<file path="src/rtl/wkup_pkg.sv">
package wkup_pkg;
   localparam int GRP_BITS = 8;
   localparam int SEL_W    = 3;

   typedef enum logic [SEL_W-1:0] {
      SEL_MODE  = 3'd0,
      SEL_POL   = 3'd1,
      SEL_ANY   = 3'd2,
      SEL_INEN  = 3'd3,
      SEL_IRQEN = 3'd4,
      SEL_PEND  = 3'd5,
      SEL_CLR   = 3'd6,
      SEL_RSV   = 3'd7
   } reg_sel_e;
endpackage

</file>
<file path="src/rtl/wkup_sync.sv">
module wkup_sync #(
   parameter int WIDTH  = 8,
   parameter int STAGES = 2
) (
   input  logic             clk,
   input  logic             rst_n,
   input  logic [WIDTH-1:0] d,
   output logic [WIDTH-1:0] q
);
   if (STAGES < 2) begin : g_bad_stages
      $error("wkup_sync needs at least two stages");
   end
   if (WIDTH < 1) begin : g_bad_width
      $error("wkup_sync width must be positive");
   end

   logic [WIDTH-1:0] stg_q [STAGES];

   always_ff @(posedge clk or negedge rst_n) begin
      if (!rst_n) begin
         for (int s = 0; s < STAGES; s++) stg_q[s] <= '0;
      end else begin
         stg_q[0] <= d;
         for (int s = 1; s < STAGES; s++) stg_q[s] <= stg_q[s-1];
      end
   end

   assign q = stg_q[STAGES-1];
endmodule

</file>
<file path="src/rtl/wkup_group.sv">
module wkup_group
   import wkup_pkg::*;
(
   input  logic                clk,
   input  logic                rst_n,
   input  logic                wr_en,
   input  reg_sel_e            sel,
   input  logic [GRP_BITS-1:0] wdata,
   output logic [GRP_BITS-1:0] rdata,
   input  logic [GRP_BITS-1:0] in_sync,
   output logic                grp_irq
);
   logic [GRP_BITS-1:0] mode_q, pol_q, any_q, inen_q, irqen_q, pend_q;
   logic [GRP_BITS-1:0] prev_q;
   logic [GRP_BITS-1:0] gated, rise, fall, edge_evt, lvl_evt, evt, clr_mask;

   // configuration registers
   always_ff @(posedge clk or negedge rst_n) begin
      if (!rst_n) begin
         mode_q  <= '0;
         pol_q   <= '0;
         any_q   <= '0;
         inen_q  <= '0;
         irqen_q <= '0;
      end else if (wr_en) begin
         case (sel)
            SEL_MODE:  mode_q  <= wdata;
            SEL_POL:   pol_q   <= wdata;
            SEL_ANY:   any_q   <= wdata;
            SEL_INEN:  inen_q  <= wdata;
            SEL_IRQEN: irqen_q <= wdata;
            default: ;
         endcase
      end
   end

   // detection
   assign gated    = in_sync & inen_q;
   assign rise     = gated & ~prev_q;
   assign fall     = ~gated & prev_q;
   assign edge_evt = (any_q & (rise | fall))
                   | (~any_q & pol_q & fall)
                   | (~any_q & ~pol_q & rise);
   assign lvl_evt  = gated ^ pol_q;
   assign evt      = (mode_q & lvl_evt) | (~mode_q & edge_evt);
   assign clr_mask = (wr_en && sel == SEL_CLR) ? wdata : '0;

   always_ff @(posedge clk or negedge rst_n) begin
      if (!rst_n) begin
         prev_q <= '0;
         pend_q <= '0;
      end else begin
         prev_q <= gated;
         pend_q <= (pend_q & ~clr_mask) | evt;
      end
   end

   assign grp_irq = |(pend_q & irqen_q);

   always_comb begin
      case (sel)
         SEL_MODE:  rdata = mode_q;
         SEL_POL:   rdata = pol_q;
         SEL_ANY:   rdata = any_q;
         SEL_INEN:  rdata = inen_q;
         SEL_IRQEN: rdata = irqen_q;
         SEL_PEND:  rdata = pend_q;
         default:   rdata = '0;
      endcase
   end


   clr_takes_chk: assert property (@(posedge clk) disable iff (!rst_n)
      ((clr_mask & ~evt) != '0) |=> ((pend_q & $past(clr_mask & ~evt)) == '0));


   evt_wins_chk: assert property (@(posedge clk) disable iff (!rst_n)
      (evt != '0) |=> ((pend_q & $past(evt)) == $past(evt)));


   pend_src_chk: assert property (@(posedge clk) disable iff (!rst_n)
      ((pend_q & ~$past(pend_q) & ~$past(evt)) == '0));


   irq_gate_chk: assert property (@(posedge clk) disable iff (!rst_n)
      (irqen_q == '0) |-> !grp_irq);
endmodule

</file>
<file path="src/rtl/wkup_irq_merge.sv">
module wkup_irq_merge #(
   parameter int NUM_GROUPS = 4,
   parameter int NUM_IRQ    = 2,
   parameter logic [NUM_IRQ*NUM_GROUPS-1:0] MASKS = '1
) (
   input  logic [NUM_GROUPS-1:0] grp_irq,
   output logic [NUM_IRQ-1:0]    irq_out
);
   for (genvar k = 0; k < NUM_IRQ; k++) begin : g_line
      localparam logic [NUM_GROUPS-1:0] SLICE = MASKS[k*NUM_GROUPS +: NUM_GROUPS];
      if (SLICE == '0) begin : g_unused
         assign irq_out[k] = 1'b0;
      end else begin : g_used
         assign irq_out[k] = |(grp_irq & SLICE);
      end
   end
endmodule

</file>
<file path="src/rtl/wkup_unit.sv">
module wkup_unit
   import wkup_pkg::*;
#(
   parameter int NUM_GROUPS  = 4,
   parameter int NUM_IRQ     = 2,
   parameter int SYNC_STAGES = 2,
   parameter logic [NUM_IRQ*NUM_GROUPS-1:0] IRQ_GROUP_MASKS = 8'h69,
   localparam int GIDX_W = (NUM_GROUPS > 1) ? $clog2(NUM_GROUPS) : 1,
   localparam int ADDR_W = GIDX_W + SEL_W,
   localparam int NUM_IN = NUM_GROUPS * GRP_BITS
) (
   input  logic                  clk,
   input  logic                  rst_n,
   input  logic [NUM_IN-1:0]     wake_in,
   input  logic                  bus_wr,
   input  logic [ADDR_W-1:0]     bus_addr,
   input  logic [GRP_BITS-1:0]   bus_wdata,
   output logic [GRP_BITS-1:0]   bus_rdata,
   output logic [NUM_GROUPS-1:0] grp_irq,
   output logic [NUM_IRQ-1:0]    irq_out
);
   if (NUM_GROUPS < 1) begin : g_bad_groups
      $error("wkup_unit needs at least one group");
   end
   if (NUM_IRQ < 1) begin : g_bad_irq
      $error("wkup_unit needs at least one interrupt output");
   end

   logic [NUM_IN-1:0]   sync_w;
   logic [GIDX_W-1:0]   gidx;
   reg_sel_e            reg_sel;
   logic [GRP_BITS-1:0] grp_rdata [NUM_GROUPS];

   assign gidx    = bus_addr[ADDR_W-1:SEL_W];
   assign reg_sel = reg_sel_e'(bus_addr[SEL_W-1:0]);

   wkup_sync #(.WIDTH(NUM_IN), .STAGES(SYNC_STAGES)) u_sync (
      .clk   (clk),
      .rst_n (rst_n),
      .d     (wake_in),
      .q     (sync_w)
   );

   for (genvar g = 0; g < NUM_GROUPS; g++) begin : g_grp
      logic hit;
      assign hit = (gidx == GIDX_W'(g));
      wkup_group u_grp (
         .clk     (clk),
         .rst_n   (rst_n),
         .wr_en   (bus_wr && hit),
         .sel     (reg_sel),
         .wdata   (bus_wdata),
         .rdata   (grp_rdata[g]),
         .in_sync (sync_w[g*GRP_BITS +: GRP_BITS]),
         .grp_irq (grp_irq[g])
      );
   end

   always_comb begin
      bus_rdata = '0;
      for (int g = 0; g < NUM_GROUPS; g++) begin
         if (gidx == GIDX_W'(g)) bus_rdata = grp_rdata[g];
      end
   end

   wkup_irq_merge #(
      .NUM_GROUPS (NUM_GROUPS),
      .NUM_IRQ    (NUM_IRQ),
      .MASKS      (IRQ_GROUP_MASKS)
   ) u_merge (
      .grp_irq (grp_irq),
      .irq_out (irq_out)
   );


   merge_idle_chk: assert property (@(posedge clk) disable iff (!rst_n)
      (grp_irq == '0) |-> (irq_out == '0));
endmodule

</file>
<file path="config.mk">
export PLATFORM = sky130hd
export DESIGN_NAME = wkup_unit
export DESIGN_NICKNAME = d
export VERILOG_FILES = /design/src/rtl/wkup_pkg.sv /design/src/rtl/wkup_sync.sv /design/src/rtl/wkup_group.sv /design/src/rtl/wkup_irq_merge.sv /design/src/rtl/wkup_unit.sv
export SDC_FILE = /design/constraint.sdc
export NUM_CORES = 1
export LEC_CHECK = 0
export BUFFER_PORTS_ARGS = -buffer_cell sky130_fd_sc_hd__buf_4
export CAP_MARGIN = 20
export CORE_MARGIN = 2
export CORE_UTILIZATION = 55
export DETAILED_ROUTE_END_ITERATION = 12
export GPL_TIMING_DRIVEN = 1
export PLACE_DENSITY = 0.86
export SLEW_MARGIN = 20
export SYNTH_ARGS = -nofsm -noshare
export SYNTH_HDL_FRONTEND = slang
export SYNTH_HIERARCHICAL = 1
export SYNTH_SLANG_ARGS = --single-unit
</file>
<file path="constraint.sdc">
create_clock -name clk -period 2 [get_ports clk]
set_input_delay 0.4 -clock clk [delete_from_list [all_inputs] [get_ports clk]]
set_output_delay 0.4 -clock clk [all_outputs]
set_load 0.03 [all_outputs]
</file>
# After elaboration in Yosys (flattened, before gate mapping)
# Index checks and enable logic that the tools add are counted.
[totals]
n_memories = 0
romBits = 0
wordCells = 183
latchBits = 0
out_inout_bits = 14
register_bits = 288
inputBits = 48
ramBits = 0
[classes]
eq_ne = 9
n_reduce_logical = 36
n_div = 0
mul = 0
bitwise = 96
n_mux = 12
n_lt_le_gt_ge = 0
shifts = 0
add_sub_neg = 0
[op_table]
columns = ["operator", "n"]
rows = [
  ["$and A8 B8 Y8", 48],
  ["$not A8 Y8", 24],
  ["$pmux W8 S6", 4],
  ["$or A8 B8 Y8", 20],
  ["$mux W8", 8],
  ["$reduce_and A2 Y1", 20],
  ["$reduce_or A16 Y1", 2],
  ["$reduce_or A8 Y1", 4],
  ["$xor A8 B8 Y8", 4],
  ["$eq A3 B3 Y1 const B", 3],
  ["$logic_and A1 B1 Y1", 8],
  ["$eq A3 B2 Y1 const B", 2],
  ["$eq A2 B2 Y1 const B", 2],
  ["$eq A3 B1 Y1 const B", 1],
  ["$logic_not A3 Y1", 1],
  ["$eq A2 B1 Y1 const B", 1],
  ["$logic_not A2 Y1", 1],
]

# Longest topological paths before layout
# Gate-level depths: netlist of the first run.
[depth]
depth_word = 10
ltp_mapped = 7
ltp_nobuf = 6

# Hierarchy
# Netlist of the first run, hierarchy kept.
[by_module_without_submodules]
columns = ["module", "n_inst", "area_each_um2", "cells_per_inst"]
rows = [
  ["wkup_group", 4, 3113.0, 276],
  ["wkup_sync", 1, 1841.8, 96],
  ["wkup_unit", 1, 239.0, 14],
  ["wkup_irq_merge", 1, 12.5, 2],
]

# Worst setup path before layout of the first run
# Ideal clock, no wire load.
[synth_path]
path_type = "input-to-output"
start = "input port bus_addr[0]"
end = "output port bus_rdata[0]"
n_path_buf = 1
path_slack_ns = -0.251
path_stages = 5
arrival_ns = 1.851
t_required_ns = 1.600
cell_sequence = "buf_2 mux4_2 inv_1 o22ai_1 mux4_1"
[synth_rtl]
columns = ["element", "line", "source"]
rows = [
  ["from (decl)", "wkup_unit.sv:16", "input logic [ADDR_W-1:0] bus_addr,"],
  ["to (decl)", "wkup_unit.sv:18", "output logic [GRP_BITS-1:0] bus_rdata,"],
]

==> flow_metrics.py, run 1 <==
metrics = {
    "drt": {
        "wire_per_inst_microns": 22.3,
        "drt_iter0_markers": 1077,
        "vias_per_cell": 6.05,
        "firstDrtPassIters": 5,
        "ant_nets": 0,
        "drcViolationCount": 0,
        "finalWirelength_microns": 41500,
        "vias": 11300,
    },
    "synthesis": {
        "synth.top_cell.area_share_pct": 49.5,
        "syn_area_per_cell_sq_um": 12.0,
        "synth_area_leader_cell": "dfrtp_1",
        "mappedNetlistNets": 1328,
        "syn_area_sq_mm": 0.0145,
        "syn_inst": 1216,
        "synthArstFlopShare_pct": 100,
        "synth_edf_count": 0,
        "synth_warnings": 6,
        "synth-seq-area-share_pct": 49.5,
        "yosys_most_used_dff": "dfrtp_1",
        "ys_types": 38,
        "synthTopCellsByArea": "dfrtp_1, mux2_2, ha_1, o21ai_0, mux4_2",
        "synth_seq_cells": 288,
    },
    "critical_path": {
        "worstSetupEndpoint": "bus_rdata[1]",
        "cpMostUsedCell": "mux4_2",
        "path_buf_inv": 1,
        "worstPathMaxFanout": 2,
        "rr_endpoint": "g_grp[3].u_grp/pend_q[1]",
        "crit_family": "multiplexers",
        "worst_ep_arrival_time_ns": 2.44,
        "crit_start": "g_grp[1].u_grp/pol_q[1]",
        "crit_path_start_kind": "flop",
        "cp_data_required_time_ns": 1.60,
        "crit_path_cell_trace": "mux2_4 -> mux4_2 -> mux4_2 -> buf_6",
        "critPathKind": "reg2out",
        "crit_cells": 4,
        "worstSetupEndpointType": "output port",
        "timing.rr.start": "g_grp[3].u_grp/inen_q[1]",
        "rrSetupSlack_ns": 0.28,
        "max_stage_delay_ns": 0.53,
        "reg2regPathDepth": 7,
        "slowest_stage": "mux4_2",
    },
    "floorplanning": {
        "die_area_sq_mm": 0.0278,
        "ioPinCount": 62,
        "rows": 59,
        "start_util_pct": 56.0,
        "core-area_sq_mm": 0.0260,
        "die_x_microns": 167,
        "die_h_microns": 167,
    },
    "sta": {
        "fin_tns_setup_ns": -8.11,
        "max_clock_freq_mhz": 352,
        "finalCriticalPeriod_ns": 2.84,
        "timing.final.crit_share_pct": 142,
        "hold_slack_ns": 0.254,
        "slew_viol_final": 0,
        "fin_ws_ns": -0.838,
        "setup_viol": 14,
        "worst_pin_slew_ns": 0.420,
        "slew_headroom_pct": 71.9,
        "finalHoldViolCount": 0,
        "skew_ns": 0.0162,
        "rsz0062_at_grt": "true",
    },
    "grt": {
        "grt_pass1_vias": 12000,
        "antenna_found_initial": 0,
        "grt_start_max_net_pins": 57,
        "grt_usage_pct": 29.8,
        "grt-ovfl-total": 0,
        "grt_pass1_wl_microns": 65200,
    },
    "clocking": {
        "cts_tree": "done",
        "cts_buffers": 30,
        "insertion_delay_ns": 0.57,
        "root_buffer": "clkbuf_16",
        "path_clk_slew_ns": 0.06,
        "clk_path_buf_depth": 3,
        "htreeDepth": 1,
        "numClockSinks": 288,
    },
    "placement": {
        "place_hpwl_microns": 26600,
        "numPortBuffers": 61,
        "placed_area_sq_mm": 0.0167,
        "gp_congestion": 0.967,
    },
    "min_path": {
        "min_path_cells": 3,
        "hold_start": "bus_wdata[0]",
        "hold_class": "in2reg",
    },
    "run_status": {
        "violations": "setup timing",
        "run_status": "finished with violations",
    },
    "final_layout": {
        "fillCellCount": 1635,
        "final_nets": 1624,
        "area_growth_pct": 26.1,
        "stdcell_area_sq_mm": 0.0183,
        "diodes": 0,
        "drive_above_1_share_pct": 38.8,
    },
    "job": {
        "drv_cap": 0,
    },
    "power_and_ir_drop": {
        "finalPower_mw": 17.2,
        "power.leakage_nw": 8.73,
        "p_per_area_mw_per_mm2": 936,
        "peakVddDrop_v": 0.000764,
    },
}
==> worst min-delay path by stage <==
stage	endpoint	slack, ns
floorplan	g_grp[0].u_grp/any_q[0]	0.10
global placement	u_sync/q[7]	0.32
detailed placement	u_sync/q[7]	0.33
CTS	g_grp[0].u_grp/inen_q[0]	0.23
global route	g_grp[1].u_grp/inen_q[0]	0.25
finish	g_grp[1].u_grp/inen_q[0]	0.25
==> layout by cell type, fill, tap and decap left out, types with 6 or more instances in the layout <==
cell / n
dfrtp_1: 287
buf_4: 262
mux2_2: 160
inv_1: 136
o21ai_0: 136
ha_1: 64
nand2_1: 44
a21oi_1: 40
dlygate4sd3_1: 33
xor2_1: 32
o211ai_1: 32
clkbuf_16: 31
mux2i_1: 31
mux4_2: 28
buf_6: 26
nand3b_1: 16
nor2b_1: 12
a22oi_2: 11
inv_2: 8
nor3_4: 8
nand2b_1: 8
o22ai_1: 8
a22o_1: 8
nor3_1: 8
a211o_1: 8
buf_12: 8
o22ai_2: 6
==> sequential cells by signal (all words and copies together) (netlist names) <==
register / count
g_grp.u_grp/any_q: 32
g_grp.u_grp/inen_q: 32
g_grp.u_grp/irqen_q: 32
g_grp.u_grp/mode_q: 32
g_grp.u_grp/pend_q: 32
g_grp.u_grp/pol_q: 32
g_grp.u_grp/prev_q: 32
u_sync/q: 32
u_sync/stg_q: 32
==> tightest hold or removal path, cell delays in order <==
cell and delay, ns:
buf_4 0.20, inv_1 0.09, o21ai_0 0.08
==> Yosys cell counts (2+ instances only) <==
cell type	instances
and2b_1	4
inv_1	144
o211ai_1	32
nand2_1	44
clkbuf_1	4
nand3_1	4
mux4_1	2
mux4_2	26
nand4_1	4
nor2_4	4
nand2b_1	8
mux2i_1	32
o21ai_0	140
nand2_2	4
nand3b_1	16
nand4b_2	4
nor2_2	4
o311a_1	4
nor2b_1	12
or2_1	2
a22o_1	8
and3b_2	2
buf_6	5
o22ai_1	16
ha_1	64
nand2b_4	4
a211o_1	8
mux2_2	164
dfrtp_1	288
nor3_4	8
buf_4	40
a22oi_1	16
xor2_1	32
buf_2	17
a21oi_1	40
nor3_1	8
==> stage by stage <==
stage | std cells | util, % | setup slack, ns
4_1_cts | 1855 | 70.3 | -0.826
3_3_place_gp | 1763 | 64.3 | -0.754
5_1_grt | 1862 | 70.6 | -0.863
3_5_place_dp | 1763 | 64.3 | -0.773
2_1_floorplan | 1216 | - | -0.0982
6_report | 1862 | 70.6 | -0.838
==> kinds of logic (layout without fill, tap and decap cells) <==
kind of cell             Yosys count  after routing  synth area share [%]
multiplexers                     224            224                  19.3
buffers and inverters            210            521                  6.86
flip-flops                       288            288                  49.5
AO/OA/AOI/OAI                    264            264                  10.6
adder cells (fa/ha/maj)           64             64                  5.51
AND/OR/NAND/NOR                  134            134                  6.28
XOR/XNOR                          32             32                  1.93
==> layer usage <==
metal | global-route usage (%) | part of all wire [%]
met2 | 51.1 | 50
met5 | 0 | 0
met4 | 13.0 | 4.7
met3 | 6.23 | 8.5
met1 | 36.5 | 36
==> area by class of cell <==
type	count	area [sq um]	area share [%]
Clock buffer	40	850	4.63
Clock inverter	7	85.1	0.464
Inverter	144	541	2.95
Multi-Input combinational cell	718	6480	35.3
Sequential cell	288	7210	39.3
Tap cell	335	419	2.28
Timing Repair Buffer	330	2770	15.1
==> report_power, final <==
group	internal (mW)	total [mW]	switching (mW)
logic	2.31	4.42	2.12
clock network	3.18	5.45	2.27
registers	6.64	7.30	0.657
total	12.1	17.2	5.04
==> timing repair <==
action	4_1_cts	5_1_grt
hold buffers	33	0
hold endpoints to repair	66	0
endpoints found under the setup margin	14	14
setup buffers	17	7
pin swaps	16	7
gates resized for setup	51	14
Note: power is estimated with default switching activity, not from simulation.
==> run 2: changes to the inputs <==
--- a/config.mk
+++ b/config.mk
@@ -7,11 +7,13 @@
 export LEC_CHECK = 0
 export BUFFER_PORTS_ARGS = -buffer_cell sky130_fd_sc_hd__buf_4
 export CAP_MARGIN = 20
+export CELL_PAD_IN_SITES_DETAIL_PLACEMENT = 1
+export CELL_PAD_IN_SITES_GLOBAL_PLACEMENT = 2
 export CORE_MARGIN = 2
-export CORE_UTILIZATION = 55
+export CORE_UTILIZATION = 39
 export DETAILED_ROUTE_END_ITERATION = 12
 export GPL_TIMING_DRIVEN = 1
-export PLACE_DENSITY = 0.86
+export PLACE_DENSITY = 0.88
 export SLEW_MARGIN = 20
 export SYNTH_ARGS = -nofsm -noshare
 export SYNTH_HDL_FRONTEND = slang
==> run 2 against run 1 <==
Against the previous run:
- the run still ends with setup timing left
- clock power rose by 13%
- sequential power about the same
- final area increased by 3.3%
- setup slack gained 0.052 ns
- fmax increased by 1.9%
- total power rose by 4.7%
- clock skew is essentially flat
- non-clock buffer count up 28
- first-iteration DRC count decreased by 44%
- global-route usage fell by 5.2 points
==> flow_metrics.py, run 2 (synthesized netlist as in run 1, its figures left out) <==
metrics = {
    "final_layout": {
        "drive_above_1_share_pct": 40.0,
        "final_common_cell": "dfrtp_1",
        "area_growth_pct": 30.3,
        "final_cell_mix": "dfrtp_1, buf_4, mux2_2",
        "final_nets": 1656,
    },
    "min_path": {
        "hold_class": "in2reg",
    },
    "drt": {
        "finalWirelength_microns": 46500,
        "wire_per_inst_microns": 22.9,
        "vias_per_cell": 5.41,
        "drcViolationCount": 0,
        "ant_nets": 0,
        "drt_iter0_markers": 604,
        "firstDrtPassIters": 7,
        "vias": 11000,
    },
    "critical_path": {
        "worstSetupEndpointType": "output port",
        "worstPathMaxFanout": 2,
        "cp_data_required_time_ns": 1.60,
        "worst_ep_arrival_time_ns": 2.39,
        "critPathKind": "reg2out",
        "crit_path_start_kind": "flop",
    },
    "grt": {
        "grt_pass1_vias": 12700,
        "grt_pass1_wl_microns": 72800,
        "antenna_found_initial": 0,
        "grt-ovfl-total": 0,
        "grt_start_max_net_pins": 51,
        "grt_usage_pct": 24.5,
    },
    "power_and_ir_drop": {
        "p_per_area_mw_per_mm2": 948,
        "peakVddDrop_v": 0.000655,
        "finalPower_mw": 18.0,
        "power.leakage_nw": 8.96,
    },
    "sta": {
        "slew_viol_final": 0,
        "max_clock_freq_mhz": 359,
        "worst_pin_slew_ns": 0.493,
        "fin_tns_setup_ns": -7.88,
        "finalCriticalPeriod_ns": 2.79,
        "finalHoldViolCount": 0,
        "slew_headroom_pct": 67.1,
        "rsz0062_at_grt": "true",
        "setup_viol": 14,
        "skew_ns": 0.0165,
        "fin_ws_ns": -0.786,
        "timing.final.crit_share_pct": 139,
    },
    "run_status": {
        "run_status": "finished with violations",
        "violations": "setup timing",
    },
    "floorplanning": {
        "die_h_microns": 197,
        "die_x_microns": 197,
        "ioPinCount": 62,
        "start_util_pct": 39.6,
        "core-area_sq_mm": 0.0367,
        "die_area_sq_mm": 0.0389,
        "rows": 70,
    },
    "clocking": {
        "cts_buffers": 34,
        "path_clk_slew_ns": 0.06,
        "cts_tree": "done",
        "insertion_delay_ns": 0.54,
        "numClockSinks": 288,
        "root_buffer": "clkbuf_16",
        "clk_path_buf_depth": 3,
        "htreeDepth": 2,
    },
    "placement": {
        "numPortBuffers": 61,
        "place_hpwl_microns": 31900,
        "gp_congestion": 0.863,
    },
    "job": {
        "drv_cap": 0,
    },
}
run 2: cell types whose count changed in the layout (fill, tap and decap cells not counted), moves of 3 or more:
cell	change
buf_12	+5
clkbuf_8	+3
a22oi_2	-3
buf_4	+20
o21ai_2	+3
o21ai_1	-4
a22oi_1	+3
clkbuf_16	+3
clkinv_2	-4
clkbuf_1	+3
run 2: worst paths after layout:
path | cells after the start | startpoint | slack (ns) | endpoint
max | 4 | g_grp[0].u_grp/inen_q[1] | -0.79 | bus_rdata[1]
min | 3 | bus_wdata[1] | 0.30 | g_grp[2].u_grp/inen_q[1]
max reg2reg | 8 | g_grp[3].u_grp/inen_q[4] | 0.26 | g_grp[3].u_grp/pend_q[4]
min reg2reg | 0 | u_sync/stg_q[50] | 0.34 | u_sync/q[18]
max in group asynchronous | 3 | rst_n | 0.97 | g_grp[0].u_grp/prev_q[7]
min in group asynchronous | 2 | rst_n | 0.40 | u_sync/stg_q[58]
run 2: repair_timing:
item	in CTS	in global routing
pin swaps	15	9
buffers inserted	8	9
setup endpoints to repair	14	14
resized for setup	55	12
endpoints found under the hold margin	72	0
hold buffers	33	0
run 2: power breakdown:
| part | switching [mW] | internal, mW | total [mW] |
|---|---|---|---|
| combinational | 2.15 | 2.36 | 4.51 |
| clock | 2.49 | 3.65 | 6.15 |
| sequential | 0.673 | 6.64 | 7.31 |
run 2: area by class of cell:
type	instances	area [sq um]
well taps	468	586
inverters	144	541
clock buffers	49	977
diodes	1	2.50
fillers	3794	17700
multi-input cells	718	6480
clock inverters	7	106
flip-flops and latches	288	7210
repair buffers	358	3050
run 2: critical path, stage by stage (launching register included):
cell	delay, ns
dfrtp_1	0.40
mux2_4	0.27
mux4_2	0.49
mux4_2	0.52
buf_6	0.17
run 2: routing by layer:
metal / global-route usage (%) / wire, microns / up-vias
met5: 0 / 0 / -
met4: 11.4 / 2080 / 0
met3: 4.73 / 2310 / 123
met2: 42.6 / 23500 / 291
met1: 29.4 / 18600 / 5690
li1: - / - / 4885
run 2: stage by stage:
| step | hold WS [ns] | setup slack [ns] | utilization, % | instances | area (sq um) |
|---|---|---|---|---|---|
| 3_5_place_dp | 0.336 | -0.734 | 46.9 | 1931 | 17200 |
| 4_1_cts | 0.275 | -0.792 | 51.4 | 2026 | 18900 |
| 2_1_floorplan | 0.104 | -0.0982 | - | 1216 | 14700 |
| 3_3_place_gp | 0.331 | -0.704 | 46.9 | 1931 | 17200 |
| 5_1_grt | 0.315 | -0.816 | 51.6 | 2032 | 19000 |
| 6_report | 0.300 | -0.786 | 51.7 | 2033 | 19000 |
==> run 3: changes to the inputs <==
--- a/config.mk
+++ b/config.mk
@@ -5,15 +5,16 @@
 export SDC_FILE = /design/constraint.sdc
 export NUM_CORES = 1
 export LEC_CHECK = 0
-export BUFFER_PORTS_ARGS = -buffer_cell sky130_fd_sc_hd__buf_4
 export CAP_MARGIN = 20
 export CELL_PAD_IN_SITES_DETAIL_PLACEMENT = 1
 export CELL_PAD_IN_SITES_GLOBAL_PLACEMENT = 2
 export CORE_MARGIN = 2
-export CORE_UTILIZATION = 39
+export CORE_UTILIZATION = 40
 export DETAILED_ROUTE_END_ITERATION = 12
+export DONT_BUFFER_PORTS = 1
+export GPL_ROUTABILITY_DRIVEN = 0
 export GPL_TIMING_DRIVEN = 1
-export PLACE_DENSITY = 0.88
+export PLACE_DENSITY = 0.87
 export SLEW_MARGIN = 20
 export SYNTH_ARGS = -nofsm -noshare
 export SYNTH_HDL_FRONTEND = slang
==> run 3 against run 2 <==
Against the previous run:
- the flow finishes with violations (hold timing, setup timing)
- global-route usage down 2.9 points
- clock power down 3%
- clock skew up 0.012 ns
- via count down 8.1%
- non-clock buffer count down 161
- register-to-register slack better by 0.09 ns
- highest routed layer is now met5
- worst hold slack worse by 0.74 ns
- fmax up 2.7%
- clock-buffer cell count up 2
- routed wire length down 14%
==> flow_metrics.py, run 3 (synthesized netlist as in run 1, its figures left out) <==
metrics = {
    "power_and_ir_drop": {
        "p_comb_share_pct": 21.6,
        "peakVddDrop_v": 0.000745,
        "pwr-share-clk_pct": 35.4,
        "p_sw_share_pct": 27.8,
        "power.leakage_nw": 8.15,
        "seqPwrFrac_pct": 43.0,
        "power.switching_mw": 4.70,
        "power.internal_mw": 12.2,
        "p_per_area_mw_per_mm2": 959,
    },
    "drt": {
        "wire_per_inst_microns": 21.5,
        "finalWirelength_microns": 40100,
        "vias": 10100,
        "vias_per_cell": 5.41,
        "ant_nets": 0,
        "drcViolationCount": 0,
        "firstDrtPassIters": 5,
        "drt_iter0_markers": 584,
    },
    "final_layout": {
        "diodes": 0,
        "final_nets": 1495,
        "final_common_cell": "dfrtp_1",
        "post-route-util_pct": 49.4,
        "fillCellCount": 3693,
        "drive_above_1_share_pct": 33.8,
        "area_growth_pct": 21.2,
        "final_cell_mix": "dfrtp_1, mux2_2, buf_4",
    },
    "grt": {
        "grt_pass1_vias": 11400,
        "grt-ovfl-total": 0,
        "grt_pass1_wl_microns": 63600,
        "grt_usage_pct": 21.6,
        "grt_start_max_net_pins": 289,
        "antenna_found_initial": 1,
    },
    "clocking": {
        "root_buffer": "clkbuf_16",
        "numClockSinks": 288,
        "cts_buffers": 34,
        "path_clk_slew_ns": 0.05,
        "htreeDepth": 2,
        "cts_tree": "done",
        "clk_path_buf_depth": 3,
        "insertion_delay_ns": 0.54,
        "hold_buffers": 34,
    },
    "sta": {
        "finalHoldViolCount": 288,
        "hold_slack_ns": -0.436,
        "fin_ws_ns": -0.713,
        "timing.final.crit_share_pct": 136,
        "slew_viol_final": 0,
        "rsz0062_at_grt": "true",
        "worst_pin_slew_ns": 0.706,
        "slew_headroom_pct": 53.0,
        "skew_ns": 0.0281,
        "setup_viol": 14,
        "max_clock_freq_mhz": 369,
        "finalCriticalPeriod_ns": 2.71,
    },
    "critical_path": {
        "reg2regPathDepth": 7,
        "worst_ep_arrival_time_ns": 2.31,
        "worstPathMaxFanout": 2,
        "crit_path_cell_trace": "mux2_4 -> mux4_2 -> mux4_2",
        "cpMostUsedCell": "mux4_2",
        "max_stage_delay_ns": 0.64,
        "worstSetupEndpointType": "output port",
        "crit_path_start_kind": "flop",
        "critPathKind": "reg2out",
        "cp_data_required_time_ns": 1.60,
        "slowest_stage": "mux4_2",
    },
    "placement": {
        "numPortBuffers": 0,
        "place_hpwl_microns": 26200,
    },
    "run_status": {
        "run_status": "finished with violations",
        "violations": "hold timing, setup timing",
    },
    "floorplanning": {
        "start_util_pct": 40.8,
        "die_h_microns": 195,
        "die_x_microns": 195,
        "die_area_sq_mm": 0.0379,
        "rows": 69,
        "core-area_sq_mm": 0.0357,
        "ioPinCount": 62,
    },
    "job": {
        "drv_cap": 0,
    },
    "min_path": {
        "hold_class": "in2async",
    },
}
[run 3: layer usage]
layer / vias to the layer above / global-route usage (%) / part of all wire, %
met5: - / 0 / 0.032
met4: 2 / 8.26 / 3.4
met3: 79 / 3.89 / 3.9
met2: 184 / 37.2 / 50
met1: 5257 / 27.0 / 43
li1: 4572 / - / -
[run 3: metrics by stage]
step | power [mW] | area (sq um) | cells | setup TNS [ns] | setup WS (ns)
floorplan | 9.36 | 14700 | 1216 | -0.601 | -0.0982
global placement | 10.4 | 15800 | 1761 | -1.16 | -0.239
detailed placement | 10.6 | 15800 | 1761 | -1.27 | -0.240
CTS | 17.0 | 17500 | 1859 | -5.71 | -0.729
global route | 17.7 | 17600 | 1866 | -6.66 | -0.753
finish | 16.9 | 17600 | 1866 | -6.03 | -0.713
[run 3: critical path, delay by kind of cell (launching register included)]
kind | cells | cell delay, ns
flops | 1 | 0.38
mux | 3 | 1.40
[run 3: power groups by stage]
stage,clock (mW),combinational [mW],sequential (mW)
3_3_place_gp,0,3.13,7.28
2_1_floorplan,0,2.14,7.22
6_report,5.98,3.66,7.26
5_1_grt,6.38,4.00,7.36
3_5_place_dp,0,3.30,7.33
4_1_cts,6.16,3.55,7.25
[run 3: timing repair]
action	in CTS	in global routing
pin swaps	15	11
setup buffers	7	10
endpoints found under the setup margin	14	14
hold endpoints to repair	324	288
resized for setup	47	23
[run 3: final timing paths]
check | startpoint | endpoint | slack, ns
max | g_grp[3].u_grp/pol_q[1] | bus_rdata[1] | -0.71
min | rst_n | u_sync/stg_q[58] | -0.44
max reg2reg | g_grp[0].u_grp/inen_q[4] | g_grp[0].u_grp/pend_q[4] | 0.35
min reg2reg | u_sync/stg_q[46] | u_sync/q[14] | 0.35
max in group asynchronous | rst_n | g_grp[0].u_grp/irqen_q[5] | 1.82
min in group clk | bus_wdata[1] | g_grp[3].u_grp/pol_q[1] | 0.02
[run 3: cell type report]
| cell class | count | area (sq um) | share of cell area (%) |
|---|---|---|---|
| clock inverter | 7 | 57.6 | 0.326 |
| multi-input combinational | 718 | 6530 | 37.0 |
| tap | 461 | 577 | 3.27 |
| timing repair buffer | 197 | 1710 | 9.67 |
| sequential | 288 | 7210 | 40.9 |
| clock buffer | 51 | 1020 | 5.76 |
| inverter | 144 | 541 | 3.07 |
